--- config.mk ---
export PLATFORM = sky130hd
export DESIGN_NAME = bitbr_unit
export DESIGN_NICKNAME = d
export VERILOG_FILES = /design/src/rtl/bitbr_pkg.sv /design/src/rtl/bitbr_eval.sv /design/src/rtl/bitbr_cost.sv /design/src/rtl/bitbr_timer.sv /design/src/rtl/bitbr_unit.sv
export SDC_FILE = /design/constraint.sdc
export NUM_CORES = 1
export LEC_CHECK = 0
export ABC_AREA = 1
export CORE_UTILIZATION = 52
export CTS_BUF_LIST = sky130_fd_sc_hd__clkbuf_8
export DETAILED_ROUTE_END_ITERATION = 10
export PLACE_DENSITY = 0.84
export SLEW_MARGIN = 20
export SYNTH_ARGS = -nofsm -noshare
export SYNTH_HDL_FRONTEND = slang
export SYNTH_HIERARCHICAL = 1
export SYNTH_SLANG_ARGS = --single-unit
--- constraint.sdc ---
create_clock -name clk -period 4.2 [get_ports clk]
set_clock_uncertainty 0.1 [all_clocks]
set_input_delay 0.42 -clock clk [delete_from_list [all_inputs] [get_ports clk]]
set_output_delay 0.42 -clock clk [all_outputs]
set_load 0.02 [all_outputs]
--- src/rtl/bitbr_pkg.sv ---
package bitbr_pkg;

  typedef enum logic [1:0] {
    OP_BT    = 2'd0,
    OP_BF    = 2'd1,
    OP_BTCLR = 2'd2,
    OP_DBNZ  = 2'd3
  } op_e;

  typedef enum logic [2:0] {
    AM_SADDR = 3'd0,
    AM_SFR   = 3'd1,
    AM_ACC   = 3'd2,
    AM_PSW   = 3'd3,
    AM_IND   = 3'd4,
    AM_REGB  = 3'd5,
    AM_REGC  = 3'd6
  } mode_e;

endpackage

--- src/rtl/bitbr_eval.sv ---
module bitbr_eval
  import bitbr_pkg::*;
#(
  parameter int DATA_W = 8,
  localparam int BIT_W = $clog2(DATA_W)
) (
  input  op_e               op,
  input  logic [BIT_W-1:0]  bit_idx,
  input  logic [DATA_W-1:0] operand,
  output logic              taken,
  output logic              writes,
  output logic [DATA_W-1:0] wb_value
);

  logic [DATA_W-1:0] sel_mask;
  logic [DATA_W-1:0] dec_val;
  logic              bit_val;

  // one-hot bit selector
  for (genvar g = 0; g < DATA_W; g++) begin : g_mask
    assign sel_mask[g] = (bit_idx == BIT_W'(g));
  end

  assign bit_val = |(operand & sel_mask);
  assign dec_val = operand - DATA_W'(1);

  always_comb begin
    taken    = 1'b0;
    writes   = 1'b0;
    wb_value = operand;
    case (op)
      OP_BT: taken = bit_val;
      OP_BF: taken = ~bit_val;
      OP_BTCLR: begin
        taken    = bit_val;
        writes   = bit_val;
        wb_value = operand & ~sel_mask;
      end
      default: begin
        writes   = 1'b1;
        wb_value = dec_val;
        taken    = |dec_val;
      end
    endcase
  end

endmodule

--- src/rtl/bitbr_cost.sv ---
module bitbr_cost
  import bitbr_pkg::*;
#(
  parameter int WAIT_W = 4,
  parameter int CNT_W  = 6
) (
  input  op_e               op,
  input  mode_e             mode,
  input  logic              int_ram,
  input  logic              writes,
  input  logic [WAIT_W-1:0] rd_wait,
  input  logic [WAIT_W-1:0] wr_wait,
  output logic [2:0]        len,
  output logic [CNT_W-1:0]  cycles
);

  logic [3:0] c_int;
  logic [3:0] c_ext;
  logic       ext_path;

  always_comb begin
    len   = 3'd3;
    c_int = 4'd8;
    c_ext = 4'd8;
    case (op)
      OP_BT: begin
        case (mode)
          AM_SADDR: begin c_int = 4'd8;  c_ext = 4'd9;  end
          AM_SFR:   begin len = 3'd4; c_int = 4'd11; c_ext = 4'd11; end
          AM_PSW:   begin c_int = 4'd9;  c_ext = 4'd9;  end
          AM_IND:   begin c_int = 4'd10; c_ext = 4'd11; end
          default:  begin c_int = 4'd8;  c_ext = 4'd8;  end
        endcase
      end
      OP_BF: begin
        case (mode)
          AM_SADDR: begin len = 3'd4; c_int = 4'd10; c_ext = 4'd11; end
          AM_SFR:   begin len = 3'd4; c_int = 4'd11; c_ext = 4'd11; end
          AM_PSW:   begin len = 3'd4; c_int = 4'd11; c_ext = 4'd11; end
          AM_IND:   begin c_int = 4'd10; c_ext = 4'd11; end
          default:  begin c_int = 4'd8;  c_ext = 4'd8;  end
        endcase
      end
      OP_BTCLR: begin
        case (mode)
          AM_SADDR: begin len = 3'd4; c_int = 4'd10; c_ext = 4'd12; end
          AM_SFR:   begin len = 3'd4; c_int = 4'd12; c_ext = 4'd12; end
          AM_PSW:   begin len = 3'd4; c_int = 4'd12; c_ext = 4'd12; end
          AM_IND:   begin c_int = 4'd10; c_ext = 4'd12; end
          default:  begin c_int = 4'd8;  c_ext = 4'd8;  end
        endcase
      end
      default: begin
        case (mode)
          AM_SADDR: begin c_int = 4'd8; c_ext = 4'd10; end
          default:  begin len = 3'd2; c_int = 4'd6; c_ext = 4'd6; end
        endcase
      end
    endcase
  end

  assign ext_path = ((mode == AM_SADDR) || (mode == AM_IND)) && !int_ram;

  always_comb begin
    if (ext_path)
      cycles = CNT_W'(c_ext) + CNT_W'(rd_wait)
             + (writes ? CNT_W'(wr_wait) : CNT_W'(0));
    else
      cycles = CNT_W'(c_int);
  end

endmodule

--- src/rtl/bitbr_timer.sv ---
module bitbr_timer #(
  parameter int CNT_W = 6
) (
  input  logic             clk,
  input  logic             rst_n,
  input  logic             start,
  input  logic [CNT_W-1:0] load,
  output logic             busy,
  output logic             done
);

  logic [CNT_W-1:0] cnt;

  always_ff @(posedge clk or negedge rst_n) begin
    if (!rst_n) begin
      busy <= 1'b0;
      done <= 1'b0;
      cnt  <= '0;
    end else begin
      done <= 1'b0;
      if (start) begin
        busy <= 1'b1;
        cnt  <= load;
      end else if (busy) begin
        if (cnt == CNT_W'(1)) begin
          busy <= 1'b0;
          done <= 1'b1;
        end else begin
          cnt <= cnt - CNT_W'(1);
        end
      end
    end
  end

endmodule

--- src/rtl/bitbr_unit.sv ---
module bitbr_unit
  import bitbr_pkg::*;
#(
  parameter int PC_W   = 16,
  parameter int DATA_W = 8,
  parameter int DISP_W = 8,
  parameter int WAIT_W = 4,
  parameter int Z_POS  = 6,
  parameter int AC_POS = 4,
  parameter int CY_POS = 0,
  localparam int BIT_W   = $clog2(DATA_W),
  localparam int MAX_CYC = 12 + 2 * ((1 << WAIT_W) - 1),
  localparam int CNT_W   = $clog2(MAX_CYC + 1)
) (
  input  logic              clk,
  input  logic              rst_n,
  input  logic              in_valid,
  output logic              in_ready,
  input  logic [1:0]        in_op,
  input  logic [2:0]        in_mode,
  input  logic [BIT_W-1:0]  in_bit,
  input  logic [DATA_W-1:0] in_operand,
  input  logic [PC_W-1:0]   in_pc,
  input  logic [DISP_W-1:0] in_disp,
  input  logic              in_int_ram,
  input  logic [WAIT_W-1:0] rd_wait,
  input  logic [WAIT_W-1:0] wr_wait,
  output logic              done,
  output logic [PC_W-1:0]   next_pc,
  output logic [DATA_W-1:0] wb_data,
  output logic              wb_en,
  output logic              flag_we,
  output logic              flag_z,
  output logic              flag_ac,
  output logic              flag_cy
);

  op_e               op;
  mode_e             mode;
  logic              taken;
  logic              writes;
  logic [DATA_W-1:0] wb_value;
  logic [2:0]        len;
  logic [CNT_W-1:0]  cycles;
  logic              busy;
  logic              start;
  logic [PC_W-1:0]   disp_ext;
  logic [PC_W-1:0]   pc_calc;
  logic              wr_q;
  logic              psw_q;

  assign op    = op_e'(in_op);
  assign mode  = mode_e'(in_mode);
  assign start = in_valid && !busy;

  bitbr_eval #(.DATA_W(DATA_W)) u_eval (
    .op       (op),
    .bit_idx  (in_bit),
    .operand  (in_operand),
    .taken    (taken),
    .writes   (writes),
    .wb_value (wb_value)
  );

  bitbr_cost #(.WAIT_W(WAIT_W), .CNT_W(CNT_W)) u_cost (
    .op      (op),
    .mode    (mode),
    .int_ram (in_int_ram),
    .writes  (writes),
    .rd_wait (rd_wait),
    .wr_wait (wr_wait),
    .len     (len),
    .cycles  (cycles)
  );

  bitbr_timer #(.CNT_W(CNT_W)) u_timer (
    .clk   (clk),
    .rst_n (rst_n),
    .start (start),
    .load  (cycles),
    .busy  (busy),
    .done  (done)
  );

  assign disp_ext = {{(PC_W - DISP_W){in_disp[DISP_W-1]}}, in_disp};
  assign pc_calc  = in_pc + PC_W'(len) + (taken ? disp_ext : PC_W'(0));

  // result registers, captured on issue
  always_ff @(posedge clk or negedge rst_n) begin
    if (!rst_n) begin
      next_pc <= '0;
      wb_data <= '0;
      wr_q    <= 1'b0;
      psw_q   <= 1'b0;
    end else if (start) begin
      next_pc <= pc_calc;
      wb_data <= wb_value;
      wr_q    <= writes;
      psw_q   <= writes && (op == OP_BTCLR) && (mode == AM_PSW);
    end
  end

  assign in_ready = !busy;
  assign wb_en    = done && wr_q;
  assign flag_we  = done && psw_q;
  assign flag_z   = wb_data[Z_POS];
  assign flag_ac  = wb_data[AC_POS];
  assign flag_cy  = wb_data[CY_POS];

endmodule

==> results of run 1 <==
## final timing paths
check | slack (ns) | start | to | cells past startpoint
max | 0.32 | in_operand[1] | next_pc[11]$_DFFE_PN0P_ | 24
min | 0.38 | next_pc[12]$_DFFE_PN0P_ | next_pc[12]$_DFFE_PN0P_ | 2
max reg2reg | 2.19 | u_timer/busy$_DFF_PN0_ | u_timer/cnt[0]$_DFFE_PN0P_ | 9
min reg2reg | 0.38 | next_pc[12]$_DFFE_PN0P_ | next_pc[12]$_DFFE_PN0P_ | 2
max in group asynchronous | 3.24 | rst_n | next_pc[2]$_DFFE_PN0P_ | 2
min in group asynchronous | 0.45 | rst_n | u_timer/cnt[3]$_DFFE_PN0P_ | 2
## registers in the layout, indices dropped and copies added (netlist names)
signal	cells
wr_q	1
next_pc	16
u_timer/busy	1
u_timer/cnt	6
wb_data	8
psw_q	1
u_timer/done	1
## layer usage
metal  routed length [um]  vias to the layer above  global-route usage  share of wire
met5                    0                        -                   0              0
met4                  212                        0              0.0954          0.021
met3                  686                       21              0.0537          0.069
met2                 4620                      160               0.454           0.46
met1                 4450                     1849               0.356           0.45
li1                     -                     2013                   -              -
## power breakdown
part	leakage [nW]	switching [mW]	total, mW	internal, mW
clock	0.0683	0.131	0.369	0.238
sequential	0.422	0.0997	0.570	0.470
combinational	2.11	0.751	1.28	0.531
## cells by family after synthesis
kind of cell             count (synthesis)
AO/OA/AOI/OAI                           55
flip-flops                              34
adder cells (fa/ha/maj)                 38
AND/OR/NAND/NOR                        338
XOR/XNOR                                 8
buffers and inverters                  121
## critical path: stages
cell             delay [ns]
clkdlybuf4s50_1        0.47
inv_1                  0.13
ha_1                   0.23
inv_1                  0.07
nor2_1                 0.20
nand4_1                0.13
nand2_1                0.11
nor2_1                 0.04
nand2_1                0.05
nor2_1                 0.05
nor2_2                 0.15
nand2_1                0.09
fa_1                   0.48
inv_1                  0.04
ha_1                   0.22
fa_1                   0.41
nand2_1                0.11
nand2_1                0.06
nand3_1                0.06
nand2_1                0.10
nand2_1                0.10
nand3b_1               0.08
nand3_1                0.08
nand2_1                0.06
## area by class of cell
class / count / area, um2 / share of cell area
Clock buffer: 5 / 68.8 / 0.0142
Sequential cell: 34 / 851 / 0.175
Clock inverter: 3 / 68.8 / 0.0142
Tap cell: 96 / 120 / 0.0247
Multi-Input combinational cell: 439 / 2480 / 0.510
Timing Repair Buffer: 88 / 866 / 0.178
Inverter: 106 / 405 / 0.0835
## per-stage QoR
stage | total power [mW] | area (um2) | cells | setup WS [ns]
2_1_floorplan | 1.38 | 3830 | 594 | 0.602
3_3_place_gp | 1.80 | 4720 | 763 | 0.214
3_5_place_dp | 1.84 | 4720 | 763 | 0.00823
4_1_cts | 2.22 | 4850 | 771 | 0.320
5_1_grt | 2.39 | 4860 | 771 | 0.0348
6_report | 2.22 | 4860 | 771 | 0.322
## cell usage after synthesis (2+ instances only)
master	count
a31oi_1	4
o21ai_2	3
inv_2	11
fa_1	9
nor2_2	13
nand3_2	2
nand3_1	39
nor2_4	2
nand3b_1	6
dfrtp_1	34
xnor2_1	5
a21oi_1	23
buf_6	3
xor2_1	3
nand4_1	15
inv_1	93
buf_4	5
nand2_1	195
buf_2	5
o21ai_1	5
nand2_2	12
nor2_1	47
o21ai_0	12
nand2_4	3
ha_1	29
==> reports/results.txt, run 1 <==
cts repair resizes - 0
# nets final - 764
most frequent cells in the layout - nand2_1 (195), inv_1 (93), clkdlybuf4s50_1 (82)
Final ANT Viol Nets - 0
adder-cell share of the synthesized area - 0.142
initial antenna violation count - 0
max-slew violation count - 0
Final Setup Violations - 0
vias in the first global route - 3740
Setup Total Neg Slack - 0 ns
TritonRoute pass-1 iters - 6
H-tree depth - 2
postcts setup bufs - 0
commonest non-fill, non-tap cell in the layout - nand2_1
fin crit share - 0.923
Seq/Total Area, Yosys - 0.222
final WL - 9970 um
synth unique cells - 41
yosys warns - 6
fmax - 258 MHz
WS Path Type - input port to flop
Setup crit start kind - input port
final hold viol count - 0
largest net degree at the start of global routing - 35
syn nets - 684
WL/cell - 12.9 um
GRT Total Usage - 0.274
#FFs+latches synth - 34
Critical Path Sink Type - flop
Clk Latency, worst-skew pair - 0.29 ns
Sink Count - 34
layout cells sized above 1 - 0.105
simple-gate share of the synthesized area - 0.395
synthesized instance count - 594
Iter 0 DRT Violations - 210
Ports - 83
gr ovfl total - 0
worst vdd ir - 0.262 mV
Hold/Removal Path Class - flop to flop
max-cap viol count - 0
FFs w/ async S/R, synth - 1.00
Finished Core Util - 0.699
Leak - 2.60 nW
CTS Buf Count - 5
Synth Area in Compound Gates - 0.0897
Yosys top cell area share - 0.222
dominant cells by area after synthesis - dfrtp_1 (22%), nand2_1 (19%), ha_1 (9.5%), inv_1 (9.1%), nand3_1 (5.1%)
DRC violations left - 0
post-synthesis xor/xnor area fraction - 0.0183
pin slew with the least headroom to its limit - 0.918 ns
die height - 87.9 um
largest area contributor in the netlist - dfrtp_1
via count - 4043
minimum clock period - 3.88 ns
CTS max path bufs - 2
Core Box Area - 0.00694 mm2
mapped cell area - 0.00383 mm2
Critical Path AT - 3.97 ns
Hold Buf Count CTS - 0
mux share of post-synthesis cell area - 0
PortBufs - 82
Inserted Diodes - 0
syn_area_per_cell - 6.46 um2
die area - 0.00772 mm2
fill count - 612
gpl congestion - 0.893
P per Cell Area - 457 mW/mm2
RSZ-0062 raised after global routing - no
area delta synth->final - 26.6%
# rows - 30
CP Max Fanout - 4
EDFF count, synth - 0
starting density of the core - 0.552
status - finished, final reports clean
die width - 87.9 um
Primary FF master, synth - dfrtp_1
first-pass GRT wire length - 16500 um
vias per cell - 5.24
clk root buf - clkbuf_8
Critical Path RT - 4.29 ns
relative slew slack - 0.387
clk slew on worst S/H paths - 0.08 ns
CTS tree - done
HPWL Detailed - 7800 um
hold slack - 0.383 ns
largest family of logic cells by synthesized area - simple AND/OR/NAND/NOR gates
(Power assumes the default switching activity.)
==> inputs of run 2 (changes only) <==
--- a/config.mk
+++ b/config.mk
@@ -6,10 +6,12 @@
 export NUM_CORES = 1
 export LEC_CHECK = 0
 export ABC_AREA = 1
-export CORE_UTILIZATION = 52
+export CELL_PAD_IN_SITES_DETAIL_PLACEMENT = 1
+export CELL_PAD_IN_SITES_GLOBAL_PLACEMENT = 1
+export CORE_UTILIZATION = 40
 export CTS_BUF_LIST = sky130_fd_sc_hd__clkbuf_8
 export DETAILED_ROUTE_END_ITERATION = 10
-export PLACE_DENSITY = 0.84
+export PLACE_DENSITY = 0.91
 export SLEW_MARGIN = 20
 export SYNTH_ARGS = -nofsm -noshare
 export SYNTH_HDL_FRONTEND = slang
==> run 2 against run 1 <==
- routed wire length increased by 15%
- critical path type unchanged
- global-route usage decreased by 3.3 points
- largest cell class unchanged
- first-iteration DRC count decreased by 48%
- sequential power increased by 0.9%
- critical endpoint unchanged
- final cell count increased by 4.3%
- largest power group unchanged
==> reports/results.txt, run 2 (synthesized netlist as in run 1, its figures left out) <==
WL/cell - 14.3 um
die area - 0.00998 mm2
Inserted Diodes - 0
TritonRoute pass-1 iters - 4
Reg area - 851 um2
WS Path Type - input port to flop
CTS Buf Count - 5
gr ovfl total - 0
PortBufs - 82
Critical Path AT - 4.07 ns
Regs by FF count - next_pc (16), wb_data (8), u_timer/cnt (6)
Setup crit start kind - input port
most frequent cells in the layout - nand2_1 (195), inv_1 (93), clkdlybuf4s50_1 (82)
minimum clock period - 3.95 ns
Ports - 83
Hold Buf Count CTS - 0
P per Cell Area - 436 mW/mm2
Multi-input gate area - 0.00248 mm2
grt peak-use layer - met2
Hold Crit Start - next_pc[15]$_DFFE_PN0P_
total power - 2.12 mW
fmax - 253 MHz
Core Box Area - 0.00928 mm2
RR Startpoint - u_timer/busy$_DFF_PN0_
Final Setup Violations - 0
starting density of the core - 0.413
clk slew on worst S/H paths - 0.07 ns
vias per cell - 5.00
H-tree depth - 2
die width - 99.9 um
final WL - 11500 um
fill count - 1251
layout cells sized above 1 - 0.105
# rows - 35
status - finished, final reports clean
clk root buf - clkbuf_8
RR Endpoint - u_timer/cnt[1]$_DFFE_PN0P_
Sink Count - 34
DRC violations left - 0
CTS max path bufs - 2
final hold viol count - 0
CTS tree - done
Clk Latency, worst-skew pair - 0.28 ns
GRT Total Usage - 0.241
M2 GR Usage - 0.445
Final ANT Viol Nets - 0
CP Max Fanout - 11
die height - 99.9 um
first-pass GRT wire length - 19400 um
worst vdd ir - 0.195 mV
reg-to-reg slack, setup - 1.87 ns
max-slew violation count - 0
WHS Endpoint - next_pc[15]$_DFFE_PN0P_
crit path from - in_bit[0]
area delta synth->final - 26.6%
Setup Total Neg Slack - 0 ns
Critical Path Sink Type - flop
HPWL Detailed - 9510 um
commonest non-fill, non-tap cell in the layout - nand2_1
M3 GR Usage - 0.0230
gpl congestion - 0.839
initial antenna violation count - 0
# nets final - 765
met1 GRT Util - 0.299
Critical Path RT - 4.32 ns
max-cap viol count - 0
pin slew with the least headroom to its limit - 0.911 ns
RSZ-0062 raised after global routing - no
Top reg by flops - next_pc
vias in the first global route - 4155
postcts setup bufs - 0
via count - 4024
Iter 0 DRT Violations - 110
relative slew slack - 0.392
fin crit share - 0.940
Hold/Removal Path Class - flop to flop
max reg flops - 16
cells on worst reg2reg path - 10
Min-Delay Path Depth - 2
largest net degree at the start of global routing - 35
Leak - 2.58 nW
-- run 2: changes by cell type in the layout (fill, tap and decap cells not counted), sizes merged --
cell	previous run	this run
buf	6	7
clkinvlp	0	2
clkinv	1	0
bufinv	2	0
-- run 2: worst max-delay path, stage by stage --
cell	delay, ns
clkdlybuf4s50_1	0.76
nor2_2	0.11
nand3_1	0.09
nand2_1	0.07
nor2_2	0.15
nand2_1	0.07
nand2_1	0.06
nand2_1	0.06
nor2_2	0.17
nand2_1	0.09
fa_1	0.49
inv_1	0.05
ha_1	0.24
fa_1	0.43
nand2_1	0.11
nand2_1	0.07
nand3_1	0.07
nand2_1	0.11
nand2_1	0.12
nand2_1	0.08
nand2_1	0.08
nand3_1	0.09
nand2_1	0.11
-- run 2: worst max path at each step --
stage | end | slack (ns) | cells after the start
2_1_floorplan | next_pc[15]$_DFFE_PN0P_ | 0.60 | 25
3_3_place_gp | next_pc[15]$_DFFE_PN0P_ | 0.24 | 22
3_5_place_dp | next_pc[11]$_DFFE_PN0P_ | 0.03 | 25
4_1_cts | next_pc[11]$_DFFE_PN0P_ | 0.27 | 25
5_1_grt | next_pc[11]$_DFFE_PN0P_ | 0.01 | 25
6_report | next_pc[11]$_DFFE_PN0P_ | 0.25 | 23
-- run 2: final cells by class --
| cell class | instances | share of cell area |
|---|---|---|
| Multi-Input combinational cell | 439 | 0.510 |
| Timing Repair Buffer | 89 | 0.181 |
| Sequential cell | 34 | 0.175 |
| Inverter | 106 | 0.0835 |
| Tap cell | 129 | 0.0332 |
| Clock buffer | 5 | 0.0142 |
| Clock inverter | 2 | 0.00309 |
-- run 2: report_power, final --
| part | switching (mW) | internal [mW] | total, mW |
|---|---|---|---|
| Clock | 0.124 | 0.113 | 0.237 |
| Combinational | 0.768 | 0.535 | 1.30 |
| Sequential | 0.105 | 0.470 | 0.575 |
-- run 2: timing repair --
action | CTS | global route
gates resized for setup | 0 | 2
endpoints found under the hold margin | 0 | 0
endpoints found under the setup margin | 0 | 1
-- run 2: metrics by stage --
step                instance area, um2  cells   util  hold WS, ns  setup slack (ns)
finish                            4850    804  0.523        0.387             0.253
CTS                               4850    804  0.522        0.393             0.272
global route                      4850    804  0.523        0.409            0.0125
detailed placement                4760    797  0.513        0.373            0.0280
global placement                  4760    797  0.513        0.364             0.238
floorplan                         3830    594      -       0.0244             0.602
-- run 2: per-layer routing --
metal  wire length, um  vias up
met3               320       15
met4               169        0
met5                 0        -
met2              5790       75
li1                  -     2007
met1              5200     1927
==> inputs of run 3 (changes only) <==
--- a/config.mk
+++ b/config.mk
@@ -8,10 +8,12 @@
 export ABC_AREA = 1
 export CELL_PAD_IN_SITES_DETAIL_PLACEMENT = 1
 export CELL_PAD_IN_SITES_GLOBAL_PLACEMENT = 1
+export CORE_MARGIN = 5
 export CORE_UTILIZATION = 40
 export CTS_BUF_LIST = sky130_fd_sc_hd__clkbuf_8
 export DETAILED_ROUTE_END_ITERATION = 10
 export PLACE_DENSITY = 0.91
+export RECOVER_POWER = 100
 export SLEW_MARGIN = 20
 export SYNTH_ARGS = -nofsm -noshare
 export SYNTH_HDL_FRONTEND = slang
==> run 3 against run 2 <==
- non-clock buffer count stayed put
- power fell by 1.5%
- die area grew 17%
- via count up 1.7%
- final area down 0.44%
- critical path depth rose by 3
- largest power group unchanged
- largest cell class unchanged
- the flow now finishes with violations (max-capacitance violations, max-slew violations)
- utilization fell by 0.23 points
- routed wire length increased by 6.2%
- global-route usage down 2.3 points
==> reports/results.txt, run 3 (synthesized netlist as in run 1, its figures left out) <==
status - finished with violations
failing checks - max-capacitance violations, max-slew violations
Top reg by flops - next_pc
commonest non-fill, non-tap cell in the layout - nand2_1
Critical Path Sink Type - flop
# nets final - 765
WL/cell - 15.2 um
CTS max path bufs - 2
via count - 4094
largest net degree at the start of global routing - 35
gr ovfl total - 0
clk slew on worst S/H paths - 0.07 ns
Setup Total Neg Slack - 0 ns
max reg flops - 16
CTS tree - done
cells on worst reg2reg path - 10
Min-Delay Path Depth - 2
Internal - 1.09 mW
RSZ-0062 raised after global routing - no
crit path max-delay cell type - clkdlybuf4s50_1
total power - 2.08 mW
RR Startpoint - u_timer/busy$_DFF_PN0_
minimum clock period - 3.92 ns
starting density of the core - 0.413
die area - 0.0116 mm2
post-route cell area - 0.00483 mm2
vias in the first global route - 4461
fill count - 1270
Logic pwr share - 0.603
pin slew with the least headroom to its limit - 1.98 ns
Final ANT Viol Nets - 0
P per Cell Area - 431 mW/mm2
H-tree depth - 2
max-slew violation count - 69
Critical Path RT - 4.28 ns
largest delay contributor family on the critical path - simple AND/OR/NAND/NOR gates
Hold Buf Count CTS - 0
P_sw - 0.998 mW
gpl congestion - 0.878
Setup crit start kind - input port
max-cap viol count - 2
HPWL Detailed - 9940 um
Regs by FF count - next_pc (16), wb_data (8), u_timer/cnt (6)
GRT Total Usage - 0.218
switch share - 0.479
WHS Endpoint - wb_data[5]$_DFFE_PN0P_
biggest cell delay along the critical path - 0.47 ns
Hold/Removal Path Class - flop to flop
initial antenna violation count - 0
fin crit share - 0.935
most frequent cells in the layout - nand2_1 (197), inv_1 (94), clkdlybuf4s50_1 (49)
Flop pwr share - 0.273
fmax - 255 MHz
Worst Path Buf+Inv - 5
final hold viol count - 0
layout cells sized above 1 - 0.0991
# rows - 35
clk root buf - clkbuf_8
WS Path Type - input port to flop
CTS Buf Count - 5
worst vdd ir - 0.237 mV
relative slew slack - -0.317
PortBufs - 82
Iter 0 DRT Violations - 115
Inserted Diodes - 0
Placed Cells - 797
RR Endpoint - u_timer/cnt[4]$_DFFE_PN0P_
reg-to-reg slack, setup - 0.67 ns
Final Setup Violations - 0
area delta synth->final - 26.0%
final std cells w/o fill - 805
vias per cell - 5.09
first-pass GRT wire length - 20800 um
Sink Count - 34
die height - 108 um
dpl cell area - 0.00476 mm2
CP Max Fanout - 14
CP most frequent cell - nand2_1
DRC violations left - 0
die width - 108 um
TritonRoute pass-1 iters - 4
Core Box Area - 0.00928 mm2
Critical Path AT - 4.00 ns
Leak - 2.63 nW
Clk Latency, worst-skew pair - 0.29 ns
Ports - 83
Clock Power Share - 0.123
Hold Crit Start - wb_data[5]$_DFFE_PN0P_
final WL - 12200 um
## run 3: worst min-delay path, cell delays in order (launching register included)
cell	delay, ns
dfrtp_1	0.35
nand2_1	0.05
nand2_1	0.06
## run 3: through the flow
step                      worst slack [ns]  hold WS [ns]   util
after floorplan                      0.602        0.0244      -
after global placement               0.196         0.362  0.513
after detailed placement           -0.0675         0.377  0.513
after CTS                            0.189         0.138  0.523
after global routing                0.0175         0.419  0.521
final                                0.275         0.386  0.521
## run 3: per-layer routing
metal	global-route usage	wire length [um]	vias up
met2	0.392	6080	94
met5	0	0	-
met1	0.286	5560	1985
met4	0.0415	91	0
met3	0.0204	464	6
li1	-	-	2009
## run 3: how the worst max path moves through the flow
stage	to	slack [ns]	startpoint	cells past startpoint
finish	next_pc[15]$_DFFE_PN0P_	0.28	in_operand[0]	26
global placement	next_pc[15]$_DFFE_PN0P_	0.20	in_operand[0]	24
CTS	next_pc[9]$_DFFE_PN0P_	0.19	in_operand[0]	22
detailed placement	next_pc[15]$_DFFE_PN0P_	-0.07	in_operand[0]	25
floorplan	next_pc[15]$_DFFE_PN0P_	0.60	in_operand[0]	25
global route	next_pc[15]$_DFFE_PN0P_	0.02	in_operand[0]	26
## run 3: area by class of cell
class                           instances  area [um2]  share of cell area
Clock inverter                          2        8.76             0.00181
Timing Repair Buffer                   89         863               0.179
Inverter                              106         403              0.0834
Clock buffer                            6        82.6              0.0171
Multi-Input combinational cell        439        2460               0.510
Tap cell                              129         161              0.0334
Sequential cell                        34         851               0.176
## run 3: power groups by stage
stage	Sequential (mW)	Clock (mW)	Combinational, mW
final	0.570	0.257	1.26
after global routing	0.588	0.276	1.40
after CTS	0.576	0.264	1.33
after detailed placement	0.579	0	1.31
after global placement	0.571	0	1.25
after floorplan	0.684	0	0.699
## run 3: repair_timing
| action | CTS | global route |
|---|---|---|
| endpoints found under the setup margin | 0 | 5 |
| setup buffers | 0 | 0 |
| gates resized for setup | 0 | 3 |
